### src/rtl/toggle_table_reader.sv
module toggle_table_reader #(
  parameter int W    = 8,
  parameter int NENT = 16,
  parameter int TMAX = 16,
  localparam int IW  = $clog2(NENT),
  localparam int CW  = $clog2(W),
  localparam int SW  = $clog2(TMAX),
  localparam int LW  = $clog2(TMAX + 1)
) (
  input  logic          clk,
  input  logic          rst_n,
  input  logic          idx_valid,
  input  logic [IW-1:0] idx,
  output logic          idx_ready,
  output logic          out_valid,
  output logic [W-1:0]  entry,
  input  logic          ld_tog,
  input  logic          ld_len,
  input  logic [CW-1:0] ld_col,
  input  logic [SW-1:0] ld_slot,
  input  logic [IW-1:0] ld_idx,
  input  logic [LW-1:0] ld_len_val,
  input  logic          ld_mode,
  input  logic [W-1:0]  ld_mode_val,
  input  logic          ld_dir,
  input  logic [IW-1:0] ld_dir_addr,
  input  logic [W-1:0]  ld_dir_data
);

  logic [IW-1:0]         tog_mem [W][TMAX];
  logic [W-1:0]          dir_mem [NENT];
  logic [W-1:0]          col_mode;
  logic [W-1:0][LW-1:0]  col_len;

  logic                  busy;
  logic [IW-1:0]         idx_q;
  logic [W-1:0][LW-1:0]  ptr;
  logic [W-1:0]          par;
  logic [W-1:0]          done;
  logic [W-1:0]          dir_rd;
  logic [W-1:0]          result;

  assign idx_ready = !busy;
  assign dir_rd    = dir_mem[idx_q];
  assign result    = (col_mode & par) | (~col_mode & dir_rd);

  always_ff @(posedge clk) begin
    if (ld_tog) tog_mem[ld_col][ld_slot] <= ld_idx;
    if (ld_dir) dir_mem[ld_dir_addr] <= ld_dir_data;
  end

  always_ff @(posedge clk or negedge rst_n) begin
    if (!rst_n) begin
      col_mode <= '0;
      col_len  <= '0;
    end else begin
      if (ld_mode) col_mode <= ld_mode_val;
      if (ld_len)  col_len[ld_col] <= ld_len_val;
    end
  end

  always_ff @(posedge clk or negedge rst_n) begin
    if (!rst_n) begin
      busy      <= 1'b0;
      out_valid <= 1'b0;
      entry     <= '0;
      idx_q     <= '0;
      ptr       <= '0;
      par       <= '0;
      done      <= '0;
    end else begin
      out_valid <= 1'b0;
      if (!busy) begin
        if (idx_valid) begin
          busy  <= 1'b1;
          idx_q <= idx;
          for (int c = 0; c < W; c++) begin
            ptr[c]  <= '0;
            par[c]  <= 1'b0;
            done[c] <= !col_mode[c] || (col_len[c] == '0);
          end
        end
      end else if (&done) begin
        busy      <= 1'b0;
        out_valid <= 1'b1;
        entry     <= result;
      end else begin
        for (int c = 0; c < W; c++) begin
          if (!done[c]) begin
            if (ptr[c] < col_len[c] && tog_mem[c][ptr[c][SW-1:0]] <= idx_q) begin
              par[c] <= ~par[c];
              ptr[c] <= ptr[c] + LW'(1);
            end else begin
              done[c] <= 1'b1;
            end
          end
        end
      end
    end
  end

endmodule

### config.mk
export PLATFORM = sky130hd
export DESIGN_NAME = toggle_table_reader
export DESIGN_NICKNAME = d
export VERILOG_FILES = /design/src/rtl/toggle_table_reader.sv
export SDC_FILE = /design/constraint.sdc
export NUM_CORES = 1
export LEC_CHECK = 0
export ABC_AREA = 1
export ABC_CLOCK_PERIOD_IN_PS = 7300
export BUFFER_PORTS_ARGS = -buffer_cell sky130_fd_sc_hd__buf_2
export CAP_MARGIN = 0
export CORE_UTILIZATION = 65
export DETAILED_ROUTE_END_ITERATION = 8
export GPL_TIMING_DRIVEN = 0
export PLACE_DENSITY = 0.87
export SKIP_CTS_REPAIR_TIMING = 1
export SYNTH_ARGS = -nofsm -noshare
export SYNTH_HDL_FRONTEND = slang
export SYNTH_SLANG_ARGS = --single-unit
### constraint.sdc
create_clock -name clk -period 7.3 [get_ports clk]
set_input_delay 0.73 -clock clk [delete_from_list [all_inputs] [get_ports clk]]
set_output_delay 0.73 -clock clk [all_outputs]
set_load 0.05 [all_outputs]
==> results.ini, run 1 <==
[outcome]
status = complete, no violations

[detailed_routing]
drc = 0
antenna_left = 0
drtPass1Iterations = 7
vias = 25300
totalWireLength_um = 91100
routedWlPerCell_um = 22.9
vias_per_cell = 6.34
first_iter_violations = 3780

[grt]
grt_first_pass_wirelength_um = 139000
grt_max_degree = 92
grt_use_total_pct = 35.2
grt_pass1_vias = 24600
gr-total-overflow = 0
antenna_found_initial = 2

[sta]
hold_viol = 0
min_period_ps = 3530
clock.fmax_mhz = 283
slew_headroom_pct = 28.4
finalCritPeriodShare_pct = 48.3
final-setup-viol-count = 0
worst_pin_slew_ps = 1070
rsz0062_at_grt = false
clock_skew_ps = 18.8
setup_tns_ps = 0
drv_slew = 0
fin_ws_ps = 3770

[worst_setup_path]
crit_required_ps = 6570
critPathMaxFanout = 10
crit_path_end_kind = primary output
path_class = reg -> out
crit_path_start_kind = flop
arrival_ps = 2800

[place]
dp_slack_ps = 4040
hpwl_um = 58000
place_area_um2 = 34400
numPortBuffers = 54
gp_congestion = 0.975

[synthesis]
syn_inst = 3117
synth-edff-count = 640
synth.avg_cell_area_um2 = 10.6
yosysSeqAreaShare_pct = 66.8
yosys.area.top_type_share_pct = 57.9
synth_ff_type = edfxtp_1
syn-cell-area_um2 = 33200
synth_fp_nets = 3236
ys_warn_count = 0
synthTopCellsByArea = edfxtp_1, dfrtp_1, nand2_1
yosys.area.top_type = edfxtp_1
synth_cell_types = 33
async_flop_share_pct = 15.6
synth_seq_cells = 758

[clock_network]
cts_buffers = 75
ctsRootBufferMaster = clkbuf_16
clockBufferDepth = 3
cts_tree = built
cts-htree-levels = 3
clkTransAtPathRegs_ps = 70
clk_latency_ps = 620
clock_sinks = 758

[die]
rows = 82
start_util_pct = 66.0
dieHeight_um = 228
die_area_um2 = 52000
core-area_um2 = 50300
top_level_ports = 57
die_x_um = 228

[finish]
layout_common_cells = edfxtp_1, nand2_1, nor2_1
fin_nets = 3373
fill_cells = 3204
layout-drive-gt1-share_pct = 7.03
final_area_um2 = 37000
final_common_cell = edfxtp_1
syn2layout_area_growth_pct = 11.4

[power]
power_density_nw_per_um2 = 380
p_leak_nw = 14.3
total_power_w = 0.0140
max-vdd-ir-drop_mv = 0.297

[job]
max_cap_viol_count = 0

[worst_hold_path]
min_path_type = in -> reg

-- power by group --
part | switching, W | internal [W]
Clock | 0.00161 | 0.00234
Sequential | 0.000225 | 0.00493
Combinational | 0.00350 | 0.00144
Total | 0.00533 | 0.00871
-- flip-flops by register name, indices dropped and copies added, names as in the netlist --
register	count
col_len	40
busy	1
entry	8
out_valid	1
idx_q	4
col_mode	8
done	8
ptr	40
dir_mem	128
par	8
tog_mem	512
-- path summary, 6_finish.rpt --
| kind | startpoint | endpoint | slack [ps] | cells after the start |
|---|---|---|---|---|
| worst max-delay path | busy$_DFF_PN0_ | idx_ready | 3770 | 5 |
| worst min-delay path | ld_mode_val[1] | col_mode[1]$_DFFE_PN0P_ | 330 | 3 |
| worst max register to register | ptr[36]$_DFFE_PN0P_ | ptr[36]$_DFFE_PN0P_ | 3930 | 17 |
| worst min register to register | entry[3]$_DFFE_PN0P_ | entry[3]$_DFFE_PN0P_ | 480 | 2 |
| max in group asynchronous | rst_n | col_mode[6]$_DFFE_PN0P_ | 5920 | 3 |
| min in group asynchronous | rst_n | ptr[12]$_DFFE_PN0P_ | 610 | 2 |
-- cell families (layout without fill, tap and decap cells) --
| family | count (synthesis) | in the layout | share of synthesized area (%) |
|---|---|---|---|
| AOI/OAI and AO/OA | 501 | 501 | 8.67 |
| adders and majority gates | 72 | 72 | 2.72 |
| other | 0 | 1 | 0 |
| xor gates and xnor gates | 18 | 18 | 0.475 |
| buffers and inverters | 368 | 564 | 4.41 |
| DFF | 758 | 758 | 66.8 |
| and+or+nand+nor | 1400 | 1400 | 16.9 |
-- stage by stage --
step / instances / hold WS, ps / util (%)
2_1_floorplan: 3117 / 434 / -
3_3_place_gp: 3843 / 459 / 68.2
3_5_place_dp: 3848 / 472 / 68.5
4_1_cts: 3984 / -18.3 / 73.5
5_1_grt: 3985 / 338 / 73.5
6_report: 3986 / 328 / 73.5
-- layout make-up --
type	instances	area, um2	area share [%]
antenna	1	2.50	0.00677
clock inverter	33	368	0.995
multi-input combinational	1991	9550	25.8
clock buffer	103	2150	5.81
inverter	220	828	2.24
sequential	758	22200	60.0
buffer	148	638	1.73
timing repair buffer	60	434	1.17
tap	672	841	2.27
-- Yosys cell counts (2+ instances only) --
library cell	number
xnor2_1	6
dfrtp_1	118
buf_2	43
buf_1	10
inv_1	211
o221ai_1	24
nand2_2	8
nand2_1	599
nor2_1	556
clkinv_1	3
nand3_1	212
nand3b_1	2
nand4_1	9
o21ai_0	324
nor3_1	7
ha_1	72
a21oi_1	34
clkbuf_1	91
edfxtp_1	640
o22ai_1	21
xor2_1	12
o21bai_1	3
inv_2	5
buf_6	3
nor3b_1	4
o211ai_1	93
-- per-layer routing --
layer,vias to the layer above,global-route usage [%],part of all wire (%)
met5,-,0,0.019
met4,2,17.7,5.1
met3,352,8.14,13
met2,1976,55.1,46
met1,11900,46.8,36
li1,11000,-,-
-- worst max-delay path, cell delays in order, from the launching register on --
cell and delay [ps]:
dfrtp_1 360, buf_4 160, inv_1 70, buf_2 340
buf_1 830, buf_2 420
Note: power is estimated with default switching activity, not from simulation.
==> run 2: changes to the inputs <==
- ABC_CLOCK_PERIOD_IN_PS: 7300 -> 3500
- CORE_UTILIZATION: 65 -> 63
- PLACE_DENSITY: 0.87 -> 0.85
- clock period: 7.3 -> 3.5 ns (I/O delays scaled with it)
==> results.ini, run 2 (same netlist as run 1, synthesis figures left out) <==
[outcome]
status = finished with violations
violations = hold timing

[detailed_routing]
vias_per_cell = 6.32
first_iter_violations = 3576
vias = 25300
drtPass1Iterations = 8
drc = 0
antenna_left = 0
totalWireLength_um = 91500
routedWlPerCell_um = 22.9

[finish]
seq_area_um2 = 22200
layout-drive-gt1-share_pct = 7.33
multi_input_comb_area_um2 = 9550
fin_nets = 3376
layout_common_cells = edfxtp_1, nand2_1, nor2_1
syn2layout_area_growth_pct = 11.6
fin_cells = 3998
largest_reg_flops = 512
final_common_cell = edfxtp_1
top_register = tog_mem
top_regs = tog_mem x512, dir_mem x128
fin_util_pct = 71.6
fill_cells = 3416

[sta]
final-setup-viol-count = 0
slew_headroom_pct = 28.3
clock_skew_ps = 25.9
finalCritPeriodShare_pct = 94.0
whs_ps = -15.1
min_period_ps = 3290
rsz0062_at_grt = false
setup_tns_ps = 0
hold_viol = 1
worst_pin_slew_ps = 1070
clock.fmax_mhz = 304
drv_slew = 0

[place]
hpwl_um = 58600
numPortBuffers = 54
dp_cells = 3856
gp_congestion = 0.935

[worst_hold_path]
min_path_type = in -> reg
hold_depth = 3

[clock_network]
clkTransAtPathRegs_ps = 60
ctsRootBufferMaster = clkbuf_16
cts_tree = built
cts_buffers = 76
clock_sinks = 758
clk_latency_ps = 620
cts-htree-levels = 3
clockBufferDepth = 3

[die]
core-area_um2 = 51700
top_level_ports = 57
start_util_pct = 64.2
die_x_um = 231
rows = 83
dieHeight_um = 231
die_area_um2 = 53600

[worst_setup_path]
critPathSlowestCell = clkbuf_1
path_delay_family = simple AND/OR/NAND/NOR gates
path_class = reg -> reg
reg2regPathDepth = 17
cp.depth = 17
crit_path_start_kind = flop
critPathMaxStageDelay_ps = 460
crit_path_end_kind = flop
critPathMaxFanout = 10
arrival_ps = 3800
worstPathCellList = buf_2, clkbuf_1, o21ai_0, o211ai_1, o211ai_1, nand2_1, ha_1, nand2_1, inv_1, o21ai_0, nand2_1, nand2_1, nand2_1, nand2_1, nand2_2, nand2_1, nand2_1
crit_required_ps = 4010
path_buf_inv = 3
cp_common_cell = nand2_1

[power]
power_density_nw_per_um2 = 794
max-vdd-ir-drop_mv = 0.479
p_leak_nw = 14.3

[job]
max_cap_viol_count = 0

[grt]
grt_use_total_pct = 34.4
gr-total-overflow = 0
grt_pass1_vias = 24400
grt_first_pass_wirelength_um = 138000
grt_max_degree = 86
antenna_found_initial = 4

==> run 2: worst paths after layout <==
path                                    startpoint                 endpoint  slack (ps)
max in group asynchronous                    rst_n       ptr[3]$_DFFE_PN0P_        2520
setup reg to reg                ptr[5]$_DFFE_PN0P_       par[1]$_DFFE_PN0P_         210
setup / recovery                ptr[5]$_DFFE_PN0P_       par[1]$_DFFE_PN0P_         210
min in group asynchronous                    rst_n       ptr[7]$_DFFE_PN0P_         260
hold reg to reg            col_len[22]$_DFFE_PN0P_  col_len[22]$_DFFE_PN0P_         480
hold / removal                      ld_mode_val[5]  col_mode[5]$_DFFE_PN0P_         -20
==> run 2: metrics by stage <==
step | worst slack, ps | hold WS, ps | instance area (um2) | power, W
global route | 13.1 | 7.99 | 37000 | 0.0307
floorplan | 1140 | 54.4 | 33200 | 0.0175
finish | 211 | -15.1 | 37000 | 0.0294
CTS | 333 | -383 | 37000 | 0.0290
global placement | 165 | 469 | 34300 | 0.0203
detailed placement | 360 | 269 | 34500 | 0.0208
==> run 2: layout make-up <==
cell class | instances | area share (%)
Antenna cell | 2 | 0.0135
Buffer | 147 | 1.72
Clock buffer | 103 | 5.89
Clock inverter | 34 | 0.916
Inverter | 220 | 2.24
Multi-Input combinational cell | 1991 | 25.8
Sequential cell | 758 | 59.9
Tap cell | 680 | 2.30
Timing Repair Buffer | 63 | 1.25
==> run 2: per-layer routing <==
metal	vias up	track usage [%]	part of all wire (%)
met2	1844	54.0	46
met5	-	0	0.051
met4	6	18.1	5.2
li1	11000	-	-
met3	336	7.14	12
met1	12000	45.4	36
==> run 2: where the power goes <==
part	switching, W	internal, W
logic	0.00736	0.00301
clock network	0.00344	0.00482
registers	0.000466	0.0103
total	0.0113	0.0181
==> run 2: worst reg2reg max path, cell delays in order, from the launching register on <==
cell	delay [ps]
dfrtp_1	370
buf_2	260
clkbuf_1	460
o21ai_0	190
o211ai_1	330
o211ai_1	150
nand2_1	110
ha_1	250
nand2_1	80
inv_1	60
o21ai_0	80
nand2_1	70
nand2_1	100
nand2_1	60
nand2_1	250
nand2_2	170
nand2_1	120
nand2_1	70
